File: config.mk
export PLATFORM = sky130hd
export DESIGN_NAME = ctx_mig_scoreboard
export DESIGN_NICKNAME = d
export VERILOG_FILES = /design/src/rtl/ctx_mig_pkg.sv /design/src/rtl/mig_lowest_set.sv /design/src/rtl/mig_touch_window.sv /design/src/rtl/mig_control.sv /design/src/rtl/mig_datapath.sv /design/src/rtl/ctx_mig_scoreboard.sv
export SDC_FILE = /design/constraint.sdc
export NUM_CORES = 2
export LEC_CHECK = 0
export CORE_ASPECT_RATIO = 1.75
export CORE_MARGIN = 4
export CORE_UTILIZATION = 58
export CTS_CLUSTER_SIZE = 14
export DETAILED_ROUTE_END_ITERATION = 8
export GPL_TIMING_DRIVEN = 0
export PLACE_DENSITY = 0.89
export SYNTH_ARGS = -nofsm -noshare
export SYNTH_HDL_FRONTEND = slang
export SYNTH_SLANG_ARGS = --single-unit
File: constraint.sdc
create_clock -name clk -period 4.6 [get_ports clk]
set_clock_uncertainty 0.1 [all_clocks]
set_input_delay 0.46 -clock clk [delete_from_list [all_inputs] [get_ports clk]]
set_output_delay 0.46 -clock clk [all_outputs]
set_load 0.01 [all_outputs]
File: src/rtl/ctx_mig_pkg.sv
package ctx_mig_pkg;

  typedef enum logic [1:0] {
    PH_IDLE = 2'd0,
    PH_SOFT = 2'd1,
    PH_HARD = 2'd2
  } phase_e;

  typedef enum logic [1:0] {
    KIND_NONE = 2'd0,
    KIND_REG  = 2'd1,
    KIND_IBLK = 2'd2,
    KIND_DBLK = 2'd3
  } kind_e;

  // strobes from the control to the datapath
  typedef struct packed {
    logic startSoft;
    logic inSoft;
    logic inHard;
    logic sendReg;
    logic sendIBlk;
    logic sendDBlk;
  } strobes_t;

endpackage

File: src/rtl/mig_lowest_set.sv
module mig_lowest_set #(
  parameter int N = 8,
  parameter int W = 3
) (
  input  logic [N-1:0] vec,
  output logic [W-1:0] idx,
  output logic         any
);
  // descending scan: the last hit written is the lowest set index
  always_comb begin
    idx = '0;
    any = 1'b0;
    for (int i = N - 1; i >= 0; i--) begin
      if (vec[i]) begin
        idx = W'(i);
        any = 1'b1;
      end
    end
  end
endmodule

File: src/rtl/mig_touch_window.sv
module mig_touch_window #(
  parameter int NUM_BLOCKS = 16,
  parameter int AGE_W      = 8,
  parameter int BLK_W      = 4
) (
  input  logic                  clk,
  input  logic                  rstN,
  input  logic                  touchValid,
  input  logic [BLK_W-1:0]      touchIdx,
  input  logic [AGE_W-1:0]      windowLen,
  output logic [NUM_BLOCKS-1:0] marked
);
  for (genvar b = 0; b < NUM_BLOCKS; b++) begin : gBlk
    logic [AGE_W-1:0] age;
    logic             seen;
    always_ff @(posedge clk) begin
      if (!rstN) begin
        age  <= '0;
        seen <= 1'b0;
      end else if (touchValid && touchIdx == BLK_W'(b)) begin
        age  <= '0;
        seen <= 1'b1;
      end else if (age != '1) begin
        age <= age + 1'b1;
      end
    end
    assign marked[b] = seen && (age < windowLen);
  end
endmodule

File: src/rtl/mig_control.sv
module mig_control
  import ctx_mig_pkg::*;
(
  input  logic     clk,
  input  logic     rstN,
  input  logic     softStart,
  input  logic     hardStart,
  input  logic     softRegAny,
  input  logic     hardRegAny,
  input  logic     iAny,
  input  logic     dAny,
  output strobes_t st,
  output phase_e   phase,
  output logic     migDone
);
  phase_e phaseNext;
  logic   regWant;
  logic   active;

  always_comb begin
    st.inSoft    = (phase == PH_SOFT);
    st.inHard    = (phase == PH_HARD);
    st.startSoft = (phase == PH_IDLE) && softStart;
    active       = st.inSoft || st.inHard;
    regWant      = (st.inSoft && softRegAny) || (st.inHard && hardRegAny);
    st.sendReg   = regWant;
    st.sendIBlk  = active && !regWant && iAny;
    st.sendDBlk  = active && !regWant && !iAny && dAny;
    migDone      = st.inHard && !hardRegAny && !iAny && !dAny;
    phaseNext    = phase;
    case (phase)
      PH_IDLE: if (softStart) phaseNext = PH_SOFT;
      PH_SOFT: if (hardStart) phaseNext = PH_HARD;
      PH_HARD: if (migDone)   phaseNext = PH_IDLE;
      default: phaseNext = PH_IDLE;
    endcase
  end

  always_ff @(posedge clk) begin
    if (!rstN) phase <= PH_IDLE;
    else       phase <= phaseNext;
  end
endmodule

File: src/rtl/mig_datapath.sv
module mig_datapath
  import ctx_mig_pkg::*;
#(
  parameter int NUM_REGS   = 32,
  parameter int NUM_BLOCKS = 16,
  parameter int AGE_W      = 8,
  parameter int REG_W      = 5,
  parameter int BLK_W      = 4,
  parameter int IDX_W      = 5
) (
  input  logic             clk,
  input  logic             rstN,
  input  strobes_t         st,
  input  logic             regWrValid,
  input  logic [REG_W-1:0] regWrIdx,
  input  logic             iTouchValid,
  input  logic [BLK_W-1:0] iTouchIdx,
  input  logic             dTouchValid,
  input  logic [BLK_W-1:0] dTouchIdx,
  input  logic [AGE_W-1:0] windowLen,
  output logic             softRegAny,
  output logic             hardRegAny,
  output logic             iAny,
  output logic             dAny,
  output logic             outValid,
  output logic [1:0]       outKind,
  output logic [IDX_W-1:0] outIdx
);
  logic [NUM_REGS-1:0]   dirtyA, dirtyB, regCand;
  logic [NUM_BLOCKS-1:0] iMask, dMask, iMarked, dMarked;
  logic [REG_W-1:0]      regSel;
  logic [BLK_W-1:0]      iSel, dSel;
  logic                  regCandAny;

  mig_touch_window #(.NUM_BLOCKS(NUM_BLOCKS), .AGE_W(AGE_W), .BLK_W(BLK_W)) uIWin (
    .clk(clk), .rstN(rstN), .touchValid(iTouchValid), .touchIdx(iTouchIdx),
    .windowLen(windowLen), .marked(iMarked));
  mig_touch_window #(.NUM_BLOCKS(NUM_BLOCKS), .AGE_W(AGE_W), .BLK_W(BLK_W)) uDWin (
    .clk(clk), .rstN(rstN), .touchValid(dTouchValid), .touchIdx(dTouchIdx),
    .windowLen(windowLen), .marked(dMarked));

  // the hard phase also drains anything the soft phase left behind
  assign regCand = st.inHard ? (dirtyA | dirtyB) : dirtyA;

  mig_lowest_set #(.N(NUM_REGS),   .W(REG_W)) uRegEnc (.vec(regCand), .idx(regSel), .any(regCandAny));
  mig_lowest_set #(.N(NUM_BLOCKS), .W(BLK_W)) uIEnc   (.vec(iMask),   .idx(iSel),   .any(iAny));
  mig_lowest_set #(.N(NUM_BLOCKS), .W(BLK_W)) uDEnc   (.vec(dMask),   .idx(dSel),   .any(dAny));

  assign softRegAny = |dirtyA;
  assign hardRegAny = |(dirtyA | dirtyB);

  always_ff @(posedge clk) begin
    if (!rstN) begin
      dirtyA <= '0;
      dirtyB <= '0;
    end else begin
      if (st.sendReg) begin
        dirtyA[regSel] <= 1'b0;
        if (st.inHard) dirtyB[regSel] <= 1'b0;
      end
      if (regWrValid && !st.inSoft && !st.inHard) dirtyA[regWrIdx] <= 1'b1;
      if (regWrValid && st.inSoft)                dirtyB[regWrIdx] <= 1'b1;
    end
  end

  always_ff @(posedge clk) begin
    if (!rstN) begin
      iMask <= '0;
      dMask <= '0;
    end else if (st.startSoft) begin
      iMask <= iMarked;
      dMask <= dMarked;
    end else begin
      if (st.sendIBlk) iMask[iSel] <= 1'b0;
      if (st.sendDBlk) dMask[dSel] <= 1'b0;
    end
  end

  always_comb begin
    outValid = st.sendReg || st.sendIBlk || st.sendDBlk;
    outKind  = KIND_NONE;
    outIdx   = '0;
    if (st.sendReg) begin
      outKind = KIND_REG;
      outIdx  = IDX_W'(regSel);
    end else if (st.sendIBlk) begin
      outKind = KIND_IBLK;
      outIdx  = IDX_W'(iSel);
    end else if (st.sendDBlk) begin
      outKind = KIND_DBLK;
      outIdx  = IDX_W'(dSel);
    end
  end

  logic unusedAny;
  assign unusedAny = regCandAny;
endmodule

File: src/rtl/ctx_mig_scoreboard.sv
module ctx_mig_scoreboard
  import ctx_mig_pkg::*;
#(
  parameter int NUM_REGS   = 32,
  parameter int NUM_BLOCKS = 64,
  parameter int AGE_W      = 10,
  localparam int REG_W     = $clog2(NUM_REGS),
  localparam int BLK_W     = $clog2(NUM_BLOCKS),
  localparam int IDX_W     = (REG_W > BLK_W) ? REG_W : BLK_W
) (
  input  logic             clk,
  input  logic             rstN,
  input  logic [AGE_W-1:0] windowLen,
  input  logic             regWrValid,
  input  logic [REG_W-1:0] regWrIdx,
  input  logic             iTouchValid,
  input  logic [BLK_W-1:0] iTouchIdx,
  input  logic             dTouchValid,
  input  logic [BLK_W-1:0] dTouchIdx,
  input  logic             softStart,
  input  logic             hardStart,
  output logic             outValid,
  output logic [1:0]       outKind,
  output logic [IDX_W-1:0] outIdx,
  output logic             migDone
);
  strobes_t st;
  phase_e   phase;
  logic     softRegAny, hardRegAny, iAny, dAny;

  mig_control uCtrl (
    .clk(clk), .rstN(rstN), .softStart(softStart), .hardStart(hardStart),
    .softRegAny(softRegAny), .hardRegAny(hardRegAny), .iAny(iAny), .dAny(dAny),
    .st(st), .phase(phase), .migDone(migDone));

  mig_datapath #(
    .NUM_REGS(NUM_REGS), .NUM_BLOCKS(NUM_BLOCKS), .AGE_W(AGE_W),
    .REG_W(REG_W), .BLK_W(BLK_W), .IDX_W(IDX_W)
  ) uPath (
    .clk(clk), .rstN(rstN), .st(st),
    .regWrValid(regWrValid), .regWrIdx(regWrIdx),
    .iTouchValid(iTouchValid), .iTouchIdx(iTouchIdx),
    .dTouchValid(dTouchValid), .dTouchIdx(dTouchIdx),
    .windowLen(windowLen),
    .softRegAny(softRegAny), .hardRegAny(hardRegAny), .iAny(iAny), .dAny(dAny),
    .outValid(outValid), .outKind(outKind), .outIdx(outIdx));
endmodule

Yosys cells after proc, flatten, opt, wreduce, memory -nomap -nowiden. Index checks and enable logic that the tools add are counted.

$add $sub $neg: 128. $mul: 0. Div/mod/pow operators: 0. Magnitude comparators: 136. Equality and inequality tests: 259. Shift-type cells: 0. Multiplexer cells: 318. Bitwise gates (word level): 11. Reductions and logical operators: 419.

Operators with widths (count): 10-bit by 1-bit adder with 10-bit output (second input constant) (128); 10-bit < comparator (128); 10-bit inequality test (second input constant) (128); 6-bit two-way mux (131); 6-bit equality test (second input constant) (64); 1-bit logical AND (273); 32-bit two-way mux (8); 64-bit two-way mux (4); 2-bit OR reduction (128); 6-bit by 5-bit equality test with 1-bit output (second input constant) (32); 5-bit two-way mux (32); 1-bit two-way mux (132); 64-bit bitwise AND (2); 64-bit inverter (2); 6-bit by 4-bit equality test with 1-bit output (second input constant) (16); 32-bit OR (3); 32-bit bitwise AND (2); 32-bit OR reduction (2); 6-bit by 3-bit equality test with 1-bit output (second input constant) (8); 32-bit inverter (1); 6-bit by 2-bit equality test with 1-bit output (second input constant) (4); 6-bit by 7-bit < comparator with 1-bit output (second input constant) (2); 1-bit demux with 6-bit select (2); 6-bit by 1-bit equality test with 1-bit output (second input constant) (2); 16 further kinds (37).

Register bits: 1602. Latch bits: 0. RAM bits: 0. Bits in read-only memories: 0. Output and inout bits: 10. Memories kept: 0.

Depth between registers and ports, before layout.
Word-level depth: 72. Gate-level depth with buffers: 14. Depth with buffers taken out: 10.

Modules after synthesis. From an unflattened synthesis, not the netlist that was laid out.

Cells, all modules: 11305. Area total of the unflattened synthesis: 99052.5 µm².

By module, submodules not included: mig_touch_window (uPath.uIWin) (instances 1, cells each 4975, area each 44524.0 µm², seq. area each 14093.5 µm²); mig_touch_window (uPath.uDWin) (instances 1, cells each 4963, area each 44021.0 µm², seq. area each 14093.5 µm²); mig_datapath (instances 1, cells each 995, area each 8393.0 µm², seq. area each 3843.7 µm²); mig_lowest_set (uPath.uDEnc ...) (instances 2, cells each 140, area each 763.2 µm², seq. area each 0.0 µm²); mig_lowest_set (uPath.uRegEnc) (instances 1, cells each 65, area each 370.4 µm², seq. area each 0.0 µm²); mig_control (instances 1, cells each 27, area each 217.7 µm², seq. area each 40.0 µm²).

Worst setup path after synthesis. OpenSTA, ideal clock, no wires.

Path kind: input port to flip-flop. Start point: input port windowLen[1]. End point: register uPath.dMask[58]. Setup time: 60 ps. Arrival: 4424 ps. Data required time: 4440 ps. Path slack: 16 ps. Stages: 9. Buffers on the path: 0. Path through: inv_1 -> ha_1 -> a21o_1 -> a21o_1 -> a21o_1 -> a21o_1 -> a2111oi_0 -> o31ai_1 -> nand2_1.

Longest elaborated chain between the ends: 3.

RTL lines: start: declaration (RTL line ctx_mig_scoreboard.sv:13) `input logic [AGE_W-1:0] windowLen,`; 10-bit < comparator (RTL line mig_touch_window.sv:27) `assign marked[b] = seen && (age < windowLen);`; 1-bit logical AND (RTL line mig_touch_window.sv:27); 64-bit two-way mux (RTL line mig_datapath.sv:70) `end else if (st.startSoft) begin`; end signal: assignment (RTL line mig_datapath.sv:72) `dMask <= dMarked;`; end: declaration (RTL line mig_datapath.sv:30) `logic [NUM_BLOCKS-1:0] iMask, dMask, iMarked, dMarked;`.

No other way between the ends. A chain may end at the register's enable or synchronous reset.

Worst setup path in the final report.
Start point: register uPath.dirtyA[29]. End point: output port outIdx[4].

Longest elaborated chain between the ends: 33. Elaborated cells between the ends (all ways): 45. Classes of those cells: mux: 34; bitwise: 1; reduce/logical: 10.

RTL lines: start: declaration (RTL line mig_datapath.sv:29) `logic [NUM_REGS-1:0] dirtyA, dirtyB, regCand;`; start signal: assignment (RTL line mig_datapath.sv:54) `dirtyA <= '0;`; start signal: indexed assignment (RTL line mig_datapath.sv:58) `dirtyA[regSel] <= 1'b0;`; start signal: indexed assignment (RTL line mig_datapath.sv:61) `if (regWrValid && !st.inSoft && !st.inHard) dirtyA[regWrIdx] <= 1'b1;`; 32-bit OR (RTL line mig_datapath.sv:43, mig_datapath.sv:50); 32-bit two-way mux (RTL line mig_datapath.sv:43) `assign regCand = st.inHard ? (dirtyA | dirtyB) : dirtyA;`; 5-bit two-way mux (30 in a row) (RTL line mig_lowest_set.sv:14) `if (vec[i]) begin`; 6-bit two-way mux * (RTL line mig_datapath.sv:83) `if (st.sendReg) begin`; end: declaration (RTL line ctx_mig_scoreboard.sv:24) `output logic [IDX_W-1:0] outIdx,`.

Mark *: on every way between the ends. The rest lies on a longest branch, timed or not.

==> key figures <==
Worst setup path
  – Largest fanout on the critical path: 10
  – Data required, critical path: slightly above 4000 ps
  – Startpoint Class: flip-flop
  – Setup CP Type: reg -> out
  – Worst Reg-to-Reg Cells: 10
  – Register-to-register setup slack: 0 ps
  – Type of element capturing the critical path: output port
  – Arrival time of the worst setup path: approximately 4000 ps

Die
  – Initial core utilization: approximately 58%
  – Die Wd: 312 um
  – Die outline height: approximately 540 um
  – Floorplan core area: between 150000 and 200000 um2
  – Die area: 168000 um2
  – I/O pin count: 44
  – Cell row count: 194

Clock network
  – Clock root buffer: clkbuf_16
  – H-tree lvl count: 4
  – Insertion delay of the later-clocked pin in the worst-skew pair: between 800 and 900 ps
  – Clock tree from TritonCTS: done
  – Clock Tree Buf Depth: 4
  – Number of buffers added by the clock tree synthesis step: between 150 and 200
  – Clock input transition at the sequential cells of the worst setup and hold paths: about 70 ps
  – Clock sink count: ~1600

Detailed routing
  – Vias/cell: about 6.6
  – Post-detailed-route wirelength per cell: 23.1 um
  – Aggregate routed wire length: between 300000 and 400000 um
  – First-pass detailed-route iteration total: 8
  – DRT antenna net count: 0
  – DRC violation count after routing: 0
  – Detailed-route via count: ~88000
  – Detailed router's first-iteration violation count: slightly above 8000

Global route
  – Wire length of the first global-routing pass: 472000 um
  – Number of global-route vias before repair: 88400
  – Global-route congestion overflow total: 0
  – Global router's overall resource usage: 34.8%
  – Largest net degree at the start of global routing: 74
  – Number of antenna violations at the first check in global routing: 16

Timing
  – Worst-case headroom to the max-slew limit: -3.57%
  – Max Freq: 215 MHz
  – Worst hold slack: 222 ps
  – Setup slack after layout: -50.2 ps
  – Hold violation total from the final report: 0
  – Final critical path time including I/O delays and setup: roughly 4700 ps
  – Max-slew violations: 35
  – Setup violators final: 3
  – Least-Margin Pin Slew: 1550 ps
  – Tcrit/Tclk final: 101%
  – Accumulated negative setup slack: -77.0 ps

Worst hold path
  – Worst Hold Path Cells: 3
  – Worst hold-check path type: in -> reg

Yosys
  – Post-synthesis sequential element count: about 1600
  – Leading post-synthesis cells by instance count: 1602 x dfxtp_1, 1470 x nor2_1, 1284 x ha_1
  – Sequential cell area fraction in the yosys report: 34.2%
  – Cell type with the largest total area after synthesis: dfxtp_1
  – Cell types with the largest area share after synthesis: dfxtp_1 34%, ha_1 17%, nor2_1 5.9%, xor2_1 4.6%, a21oi_1 3.6%
  – Leading cell type by number of instances after synthesis: dfxtp_1
  – Top FF cell, synth: dfxtp_1
  – Area fraction of the dominant cell type after synthesis: 34.2%
  – Number of flops mapped to enable cells by yosys: 0
  – Synth async-reset ratio: 0%
  – Unique cell type count in the Yosys netlist: 75
  – Number of instances in the synthesized netlist: between 10000 and 15000
  – Net count of the mapped netlist: ~12000
  – Yosys warns: 0
  – Syn Std Cell Area: approximately 94000 um2
  – Mapped Avg Cell Area: 8.66 um2

Power
  – Clk pwr share: around two fifths
  – P per Cell Area: 313 nW/um2
  – Internal power contribution: about 23 mW
  – IR drop worst, VDD: about 0.25 mV
  – Switching fraction of total power: 28.4%
  – Combinational power share: 13.6%
  – Total leakage power: 43.1 nW
  – Sequential Power Share: between 40 and 50%
  – Sw power: just over 9 mW

Outcome
  – Outcome: finished with violations
  – Failing checks: max-capacitance violations, max-slew violations, negative setup slack

Place
  – IO Port Bufs: 33
  – Final HPWL DP: about 210000 um
  – Worst setup slack before clock tree synthesis: -880 ps
  – Final estimated routing congestion in global placement: approximately 1.1

Final layout
  – Area growth from synthesis to layout: 9.64%
  – Final layout net count: roughly 12000
  – Layout cells sized above 1: 3.28%

Flow run
  – Max-cap violations: 4
==> layer usage <==
metal  GRT usage (%)  up-vias  part of all wire [%]
met5               0        -                 0.030
met4            36.6       10                    13
met3            8.18     1875                   8.0
met2            58.9     4135                    46
met1            33.6    41600                    33
li1                -    40000                     -
==> cell usage in the layout (no fill, tap or decap), types with 24 or more instances in the layout <==
master,instances
clkbuf_8,36
clkdlybuf4s50_1,27
nor4_1,37
inv_1,100
nor2_1,1465
o21a_1,182
o21ai_1,131
nand2_1,621
a211oi_1,208
mux2i_1,158
a21boi_0,25
nand3b_1,97
nand4_1,265
a21oi_1,670
clkbuf_1,241
nor3b_1,36
o21ai_0,547
clkbuf_16,163
nor3_1,212
dfxtp_1,1600
a31oi_1,119
and3b_1,32
and2_1,55
o2111ai_1,24
or3_1,68
a21o_1,221
and3_1,295
nand2b_1,198
ha_1,1283
o211ai_1,219
nor2b_1,109
xnor2_1,270
nand3_1,501
nand4b_1,56
xor2_1,487
==> timing repair <==
item	CTS	global route
hold buffers	0	0
pin swaps	15	10
setup buffers	8	3
endpoints found under the setup margin	104	19
resized for setup	94	35
gates cloned	0	0
==> power groups by stage <==
stage / Clock (mW) / Combinational, mW / Sequential [mW]
floorplan: 0 / 2.43 / 14.8
global placement: 0 / 3.74 / 14.9
detailed placement: 0 / 3.96 / 15.0
CTS: 13.1 / 4.13 / 14.6
global route: 13.7 / 4.65 / 14.7
finish: 13.1 / 4.36 / 14.7
==> metrics by stage <==
step / util [%] / instances / cell area, um2 / power, mW
after global placement: 60.3 / 12900 / 96600 / 18.7
after global routing: 64.1 / 13200 / 103000 / 33.0
after detailed placement: 60.5 / 12900 / 96900 / 18.9
after floorplan: - / 10800 / 93700 / 17.3
after CTS: 64.0 / 13200 / 102000 / 31.9
final: 64.1 / 13200 / 103000 / 32.2
==> logic make-up (layout without fill, tap and decap cells) <==
family | count (synthesis) | in the layout | synth area share, %
adders and majority gates | 1284 | 1284 | 17.2
AOI/OAI and AO/OA | 2523 | 2523 | 16.7
xor gates and xnor gates | 757 | 757 | 7.08
other | 0 | 13 | 0
buffers and inverters | 335 | 659 | 1.35
and+or+nand+nor | 4155 | 4155 | 21.8
muxes | 158 | 158 | 1.69
DFF | 1602 | 1602 | 34.2
==> worst paths after layout <==
| kind | startpoint | endpoint |
|---|---|---|
| hold / removal | hardStart | uCtrl.phase[1] |
| setup reg to reg | uPath.iMask[25] | uPath.iMask[47] |
| setup / recovery | uPath.dirtyA[29] | outIdx[4] |
| hold reg to reg | uPath.uIWin.gBlk[15].seen | uPath.iMask[15] |
==> state kept, by name, indices dropped and copies added (netlist names) <==
signal / flops
uPath.uDWin.gBlk.age: 640
uPath.uIWin.gBlk.age: 640
uPath.dMask: 64
uPath.iMask: 64
uPath.uDWin.gBlk.seen: 64
uPath.uIWin.gBlk.seen: 64
uPath.dirtyA: 32
uPath.dirtyB: 32
uCtrl.phase: 2
==> worst max-delay path, stage by stage (launching register included) <==
cell           delay (ps)
dfxtp_1               430
nor4_1                250
nand4_1               110
buf_4                 190
o41ai_4               490
nand3_2               180
clkbuf_8              220
clkbuf_8              200
clkbuf_8              220
a211oi_4              410
a21oi_1                70
o31ai_1               140
dlygate4sd2_1         320
==> area by class of cell <==
class	instances	area [um2]
Multi-Input combinational cell	8877	60900
Fill cell	12300	57500
Sequential cell	1602	32100
Clock buffer	234	4670
Tap cell	2058	2570
Buffer	225	917
Timing Repair Buffer	55	684
Inverter	110	480
Clock inverter	35	378
Antenna cell	13	32.5
Note: power is estimated with default switching activity, not from simulation.
